`config.mk`:
```
export PLATFORM = sky130hd
export DESIGN_NAME = dq_irq_requester
export DESIGN_NICKNAME = d
export VERILOG_FILES = /design/src/rtl/dq_irq_pkg.sv /design/src/rtl/dq_irq_flags.sv /design/src/rtl/dq_irq_arbiter.sv /design/src/rtl/dq_irq_requester.sv
export SDC_FILE = /design/constraint.sdc
export NUM_CORES = 1
export LEC_CHECK = 0
export ABC_AREA = 1
export BUFFER_PORTS_ARGS = -buffer_cell sky130_fd_sc_hd__buf_2
export CORE_MARGIN = 1.5
export CORE_UTILIZATION = 51
export CTS_BUF_LIST = sky130_fd_sc_hd__clkbuf_16
export CTS_CLUSTER_SIZE = 30
export DETAILED_ROUTE_END_ITERATION = 10
export PLACE_DENSITY_LB_ADDON = 0.05
export SETUP_SLACK_MARGIN = 0.05
export SYNTH_ARGS = -nofsm -noshare
export SYNTH_HDL_FRONTEND = slang
export SYNTH_SLANG_ARGS = --single-unit
```
`constraint.sdc`:
```
create_clock -name clk -period 1.9 [get_ports clk]
set_clock_uncertainty 0.2 [all_clocks]
set_input_delay 0.095 -clock clk [delete_from_list [all_inputs] [get_ports clk]]
set_output_delay 0.095 -clock clk [all_outputs]
set_load 0.01 [all_outputs]
```
`src/rtl/dq_irq_pkg.sv`:
```
package dq_irq_pkg;
  localparam int NSRC = 4;
  localparam int NQUEUE = 2;

  typedef enum logic [1:0] {
    SEL_FLAG = 2'd0,
    SEL_EN   = 2'd1,
    SEL_LVL  = 2'd2,
    SEL_BASE = 2'd3
  } reg_sel_e;
endpackage

```
`src/rtl/dq_irq_flags.sv`:
```
module dq_irq_flags #(
  parameter int NSRC = 4
) (
  input  logic            clk,
  input  logic            rst,
  input  logic [NSRC-1:0] set_i,
  input  logic [NSRC-1:0] clr_i,
  output logic [NSRC-1:0] flag_o
);
  for (genvar i = 0; i < NSRC; i++) begin : g_bit
    always_ff @(posedge clk) begin
      if (rst) flag_o[i] <= 1'b0;
      else     flag_o[i] <= (flag_o[i] & ~clr_i[i]) | set_i[i];
    end


    set_wins_chk: assert property (@(posedge clk) disable iff (rst)
      set_i[i] |=> flag_o[i]);
  end
endmodule

```
`src/rtl/dq_irq_arbiter.sv`:
```
module dq_irq_arbiter #(
  parameter int NSRC  = 4,
  parameter int LVL_W = 3
) (
  input  logic [NSRC-1:0]  flag_i,
  input  logic [NSRC-1:0]  en_i,
  input  logic [LVL_W-1:0] lvl_q1_i,
  input  logic [LVL_W-1:0] lvl_q2_i,
  input  logic [LVL_W-1:0] ack_lvl_i,
  output logic [LVL_W-1:0] req_lvl_o,
  output logic             hit_o,
  output logic [1:0]       hit_idx_o
);
  logic [LVL_W-1:0] src_lvl;

  // Walk from lowest rank up; later (higher-ranked) sources overwrite.
  always_comb begin
    req_lvl_o = '0;
    hit_o     = 1'b0;
    hit_idx_o = 2'd0;
    src_lvl   = '0;
    for (int i = NSRC - 1; i >= 0; i--) begin
      src_lvl = (i < 2) ? lvl_q1_i : lvl_q2_i;
      if (flag_i[i] && en_i[i] && (src_lvl != '0)) begin
        req_lvl_o = src_lvl;
        if (src_lvl == ack_lvl_i) begin
          hit_o     = 1'b1;
          hit_idx_o = 2'(i);
        end
      end
    end
  end
endmodule

```
`src/rtl/dq_irq_requester.sv`:
```
module dq_irq_requester
  import dq_irq_pkg::*;
#(
  parameter int LVL_W  = 3,
  parameter int DATA_W = 8,
  parameter int VEC_W  = 8
) (
  input  logic              clk,
  input  logic              rst,
  input  logic [1:0]        evt_done,
  input  logic [1:0]        evt_pause,
  input  logic              wr_en,
  input  logic [1:0]        wr_sel,
  input  logic [DATA_W-1:0] wr_data,
  input  logic [1:0]        rd_sel,
  output logic [DATA_W-1:0] rd_data,
  input  logic              iack_valid,
  input  logic [LVL_W-1:0]  iack_level,
  output logic [LVL_W-1:0]  irq_level,
  output logic              ack_resp,
  output logic [VEC_W-1:0]  ack_vector
);
  localparam int BASE_W = VEC_W - 2;

  logic [NSRC-1:0]   flags, en_q, set_v, clr_v;
  logic [LVL_W-1:0]  lvl_q1, lvl_q2, req_lvl, ack_lvl_eff;
  logic [BASE_W-1:0] base_q;
  logic              hit;
  logic [1:0]        hit_idx;
  reg_sel_e          wsel, rsel;

  assign wsel  = reg_sel_e'(wr_sel);
  assign rsel  = reg_sel_e'(rd_sel);
  assign set_v = {evt_pause[1], evt_done[1], evt_pause[0], evt_done[0]};
  assign clr_v = (wr_en && wsel == SEL_FLAG) ? wr_data[NSRC-1:0] : '0;
  assign ack_lvl_eff = iack_valid ? iack_level : '0;

  dq_irq_flags #(.NSRC(NSRC)) u_flags (
    .clk(clk), .rst(rst), .set_i(set_v), .clr_i(clr_v), .flag_o(flags)
  );

  dq_irq_arbiter #(.NSRC(NSRC), .LVL_W(LVL_W)) u_arb (
    .flag_i(flags), .en_i(en_q), .lvl_q1_i(lvl_q1), .lvl_q2_i(lvl_q2),
    .ack_lvl_i(ack_lvl_eff), .req_lvl_o(req_lvl), .hit_o(hit),
    .hit_idx_o(hit_idx)
  );

  always_ff @(posedge clk) begin
    if (rst) begin
      en_q   <= '0;
      lvl_q1 <= '0;
      lvl_q2 <= '0;
      base_q <= '0;
    end else if (wr_en) begin
      case (wsel)
        SEL_EN:   en_q   <= wr_data[NSRC-1:0];
        SEL_LVL:  begin
          lvl_q1 <= wr_data[LVL_W-1:0];
          lvl_q2 <= wr_data[2*LVL_W-1:LVL_W];
        end
        SEL_BASE: base_q <= wr_data[VEC_W-1:2];
        default:  ;
      endcase
    end
  end

  always_ff @(posedge clk) begin
    if (rst) begin
      irq_level  <= '0;
      ack_resp   <= 1'b0;
      ack_vector <= '0;
      rd_data    <= '0;
    end else begin
      irq_level <= req_lvl;
      ack_resp  <= hit;
      if (hit) ack_vector <= {base_q, hit_idx};
      case (rsel)
        SEL_FLAG: rd_data <= DATA_W'(flags);
        SEL_EN:   rd_data <= DATA_W'(en_q);
        SEL_LVL:  rd_data <= DATA_W'({lvl_q2, lvl_q1});
        default:  rd_data <= DATA_W'({base_q, 2'b00});
      endcase
    end
  end


  ack_needs_req_chk: assert property (@(posedge clk) disable iff (rst)
    ack_resp |-> $past(iack_valid));


  ack_nonzero_chk: assert property (@(posedge clk) disable iff (rst)
    ack_resp |-> ($past(iack_level) != '0));


  lvl_owned_chk: assert property (@(posedge clk) disable iff (rst)
    (irq_level != '0) |-> (irq_level == $past(lvl_q1) || irq_level == $past(lvl_q2)));


  idle_level_chk: assert property (@(posedge clk) disable iff (rst)
    ($past(flags & en_q) == '0) |-> (irq_level == '0));
endmodule

```
==> flow_summary.yaml, run 1 <==
outcome:
  status: "finished, final reports clean"
finish:
  fin_nets: 306
  syn_to_final_growth_pct: 29.8
  fin_cells: 329
  drive_gt1_share_pct: 22.6
  final_util_pct: 68.2
  n_antenna_cell: 0
power_and_ir_drop:
  worst_ir_drop_vdd_v: 0.000734
  p_leak_nw: 1.03
  powerDensity_nw_per_um2: 840
synth:
  netlist_top_cells_count: "dfxtp_1 (40), a21oi_1 (35), inv_1 (34), nand2_1 (34), nand3_1 (23)"
  syn_area_per_cell_um2: 7.66
  synth_area_leaders: "dfxtp_1 (46%), a21oi_1 (10%), inv_1 (7.3%)"
  ys_warn_count: 0
  async_flop_share_pct: 0
  synth_ff_type: "dfxtp_1"
  mappedNetlistArea_um2: 1740
  synth.distinct_cells: 18
  yosysTopAreaCell: "dfxtp_1"
  synthCells: 227
  synth.most_common_cell: "dfxtp_1"
  ys_seq_area_share_pct: 46.0
  ys_ff_latch: 40
  synth_top_area_share_pct: 46.0
  synth_edf_count: 0
  synth_fp_nets: 250
timing:
  setup-violations-final: 0
  slew-limit-headroom_pct: 62.7
  fin_crit_ns: 1.61
  hold_viol: 0
  finalSetupTns_ns: 0
  drv_slew: 0
  max_freq_mhz: 622
  fin_crit_sh_pct: 84.7
  setup_ws_ns: 0.292
  worstMarginPinSlew_ns: 0.559
  rsz0062_at_grt: "no"
worst_hold_path:
  hold_depth: 2
  min_to: "u_flags.flag_o[3]"
  hold_class: "input port to register"
  hp-start: "rst"
clocking:
  cts_root_buf: "clkbuf_16"
  clock_latency_ns: 0.28
  cts_tree: "built"
  numCtsBuffers: 5
  path_clk_slew_ns: 0.06
  cts_buffer_depth: 2
  h-tree-depth: 2
  cts.sinks: 40
  post_cts_buffers: 0
detailed_routing:
  routed-wl-met2_um: 1920
  avgRoutedWirePerCell_um: 12.5
  drc: 0
  route.met3.wl_um: 194
  wirelength_um: 4120
  viasPerCell: 5.09
  vias: 1674
  postRouteAntennaNets: 0
  m1WireLength_um: 1960
  drt_iter0_drc: 92
  firstDrtPassIters: 4
  highest_layer: "met4"
placement:
  port_buffers: 42
  dp_slack_ns: 0.383
  gp_congestion: 0.846
  hpwl_um: 2940
  dp.cells: 307
global_routing:
  antenna_found_initial: 0
  grt-ovfl-total: 0
  track_usage_pct: 24.4
  grt_max_degree: 22
  grt_pass1_wl_um: 6690
  grt_pass1_vias: 1489
setup_path:
  rrSetupSlack_ns: 0.38
  crit_path_max_fanout: 7
  cp.required_ns: 1.93
  cp.arrival_ns: 1.64
  r2r-start: "lvl_q2[2]"
  start_kind: "input port"
  r2r_cells: 8
  r2r-end: "ack_vector[3]"
  cp-end-kind: "register"
  critPathKind: "input port to register"
die:
  io_pins: 43
  num_rows: 21
  coreArea_um2: 3310
  die_area_um2: 3770
  start_util_pct: 52.5
  die_h_um: 61.4
  fp.dieW_um: 61.4
job:
  maxCapViolations: 0
placed cells by master (no fill, tap or decap), types with 4 or more instances in the layout:
master / count
a21oi_1: 35
buf_2: 42
clkbuf_16: 5
dfxtp_1: 40
dlygate4sd3_1: 15
inv_1: 34
nand2_1: 34
nand2_2: 6
nand2_4: 4
nand3_1: 23
nor2_1: 5
o211ai_1: 6
o21ai_0: 22
repair_timing:
action                                  in CTS  in global routing
gates resized for setup                      0                  0
hold endpoints to repair                    23                  0
endpoints found under the setup margin       0                  0
hold buffers                                15                  0
final cells by class:
type	count	area, um2
Multi-Input combinational cell	145	773
Clock buffer	5	125
Sequential cell	40	801
Tap cell	46	57.6
Inverter	34	128
Clock inverter	2	12.5
Timing Repair Buffer	57	360
Fill cell	291	1050
how the worst max path moves through the flow:
stage	start	to	depth (start not counted)
global route	rd_sel[1]	rd_data[3]	8
floorplan	lvl_q2[2]	ack_vector[2]	8
finish	rd_sel[1]	rd_data[2]	8
CTS	rd_sel[0]	rd_data[5]	5
global placement	lvl_q2[2]	ack_vector[4]	8
detailed placement	lvl_q2[2]	ack_vector[3]	8
through the flow:
stage                     cell area [um2]  total power, W  hold WS, ns
after global placement               1970         0.00110        0.133
after floorplan                      1740         0.00103       0.0290
after CTS                            2260         0.00191       0.0336
final                                2260         0.00190       0.0339
after global routing                 2260         0.00197       0.0623
after detailed placement             1970         0.00110        0.139
worst max-delay path, stage by stage:
cell and delay [ns]:
dlygate4sd3_1 0.53, buf_2 0.18, inv_1 0.09, nor2_1 0.18
inv_1 0.12, o211ai_1 0.23, o211ai_1 0.13, inv_1 0.08
state kept, by name, indices dropped and copies added (netlist names):
| register | count |
|---|---|
| ack_resp | 1 |
| u_flags.flag_o | 4 |
| irq_level | 3 |
| en_q | 4 |
| base_q | 6 |
| ack_vector | 8 |
| lvl_q2 | 3 |
| rd_data | 8 |
| lvl_q1 | 3 |
power breakdown:
group	internal, W	switching [W]	leakage, nW
Clock	0.000475	0.000314	0.0657
Combinational	0.0000870	0.000127	0.638
Sequential	0.000871	0.0000216	0.326
Total	0.00143	0.000462	1.03
routing by layer:
| layer | up-vias | track usage, % |
|---|---|---|
| met5 | - | 0 |
| met2 | 47 | 37.8 |
| li1 | 858 | - |
| met1 | 763 | 33.9 |
| met3 | 6 | 5.67 |
| met4 | 0 | 7.60 |
cells by family (layout without fill, tap and decap cells):
group	count (synthesis)	after routing	share of synthesized area (%)
simple gates	78	78	23.2
compound gates	67	67	21.2
buf+inv	42	98	9.50
flops	40	40	46.0
(Power assumes the default switching activity.)
==> run 2, diff against run 1 <==
Clock period 1.9 ns to 1.6 ns, I/O delays scaled along.
==> flow_summary.yaml, run 2 (synthesis results as in run 1) <==
timing:
  hold_viol: 0
  slew-limit-headroom_pct: 71.7
  rsz0062_at_grt: "yes"
  fin_crit_sh_pct: 92.3
  fin_crit_ns: 1.48
  worstMarginPinSlew_ns: 0.424
  drv_slew: 0
  finalSetupTns_ns: 0
  setup-violations-final: 0
  max_freq_mhz: 677
worst_hold_path:
  hold_class: "input port to register"
clocking:
  post_cts_buffers: 0
  path_clk_slew_ns: 0.06
  h-tree-depth: 2
  cts_buffer_depth: 2
  numCtsBuffers: 5
  clock_latency_ns: 0.28
  cts_root_buf: "clkbuf_16"
  cts_tree: "built"
  cts.sinks: 40
setup_path:
  cp_top_family: "buffers and inverters"
  cp.required_ns: 1.63
  path_buf_inv: 4
  cp.arrival_ns: 1.51
  critPathKind: "input port to register"
  start_kind: "input port"
  crit_path_max_incr_delay_ns: 0.53
  crit_path_max_fanout: 9
  path_cells: "dlygate4sd3_1 > buf_2 > nor2_2 > inv_1 > o211ai_1 > o211ai_1 > inv_1"
  cp-end-kind: "register"
  crit_path_top_delay_cell: "dlygate4sd3_1"
power_and_ir_drop:
  combPwrFrac_pct: 11.0
  powerDensity_nw_per_um2: 1050
  p_leak_nw: 1.08
  switching_share_pct: 23.7
  seq_power_share_pct: 42.8
  clockPowerShare_pct: 46.2
  switchingPower_w: 0.000587
  worst_ir_drop_vdd_v: 0.000938
  intPower_w: 0.00189
placement:
  post_dp_cell_area_um2: 2000
  gp_congestion: 0.850
  port_buffers: 42
  hpwl_um: 2910
die:
  die_h_um: 61.4
  start_util_pct: 52.5
  fp.dieW_um: 61.4
  num_rows: 21
  coreArea_um2: 3310
  die_area_um2: 3770
  io_pins: 43
outcome:
  status: "finished, final reports clean"
global_routing:
  grt_max_degree: 20
  grt_pass1_vias: 1481
  antenna_found_initial: 0
  grt-ovfl-total: 0
  grt_pass1_wl_um: 6820
  track_usage_pct: 25.2
finish:
  design_area_um2: 2360
  final_common_cell: "buf_2"
  fin_nets: 313
  drive_gt1_share_pct: 25.8
  n_antenna_cell: 0
  syn_to_final_growth_pct: 35.8
  reg_top3: "ack_vector: 8 flops, rd_data: 8 flops, base_q: 6 flops"
  layout_common_cells: "buf_2 (42), dfxtp_1 (37), a21oi_1 (35), nand2_1 (33), inv_1 (33)"
  fillerInstances: 283
job:
  maxCapViolations: 0
detailed_routing:
  vias: 1692
  avgRoutedWirePerCell_um: 12.6
  drc: 0
  drt_iter0_drc: 80
  firstDrtPassIters: 4
  wirelength_um: 4230
  postRouteAntennaNets: 0
  viasPerCell: 5.02
-- run 2: final timing paths --
| kind | from | to | slack (ns) | depth (start not counted) |
|---|---|---|---|---|
| setup / recovery | rd_sel[0] | rd_data[3] | 0.12 | 7 |
| hold / removal | rst | lvl_q2[2] | 0.03 | 5 |
| setup reg to reg | lvl_q2[0] | ack_vector[6] | 0.13 | 8 |
| hold reg to reg | ack_vector[1] | ack_vector[1] | 0.24 | 2 |
-- run 2: tightest hold or removal path, cell delays in order --
cell and delay [ns]:
buf_2 0.09, inv_1 0.04, buf_4 0.15, o21ai_0 0.07
a21oi_1 0.04
-- run 2: timing repair --
| action | 4_1_cts | 5_1_grt |
|---|---|---|
| hold buffers | 18 | 0 |
| resized for setup | 0 | 6 |
| hold endpoints to repair | 24 | 0 |
| setup endpoints to repair | 0 | 8 |
-- run 2: metal layers --
layer	part of all wire, %	GRT usage, %
met1	48	33.8
met2	46	39.5
met3	4.9	6.30
met4	1.2	9.12
met5	0	0
-- run 2: layout make-up --
| cell class | count | area, um2 | share of cell area (%) |
|---|---|---|---|
| Clock buffer | 5 | 125 | 5.30 |
| Multi-Input combinational cell | 145 | 778 | 33.0 |
| Clock inverter | 3 | 47.5 | 2.01 |
| Inverter | 34 | 128 | 5.41 |
| Sequential cell | 40 | 805 | 34.1 |
| Timing Repair Buffer | 64 | 420 | 17.8 |
| Tap cell | 46 | 57.6 | 2.44 |
-- run 2: metrics by stage --
step / setup WS (ns) / utilization (%) / total power, W / cells / hold WS [ns]
after floorplan: 0.273 / - / 0.00123 / 227 / 0.0140
after global placement: 0.0985 / 60.4 / 0.00131 / 311 / 0.122
after detailed placement: 0.109 / 60.4 / 0.00131 / 311 / 0.126
after CTS: 0.0937 / 71.1 / 0.00248 / 337 / 0.0207
after global routing: 0.0353 / 71.3 / 0.00257 / 337 / 0.0413
final: 0.122 / 71.3 / 0.00248 / 337 / 0.0309
-- run 2: power groups by stage --
stage,combinational (W),sequential [W],clock (W)
5_1_grt,0.000304,0.00107,0.00120
6_report,0.000272,0.00106,0.00115
3_3_place_gp,0.000231,0.00108,0
2_1_floorplan,0.000150,0.00108,0
3_5_place_dp,0.000232,0.00108,0
4_1_cts,0.000269,0.00106,0.00115
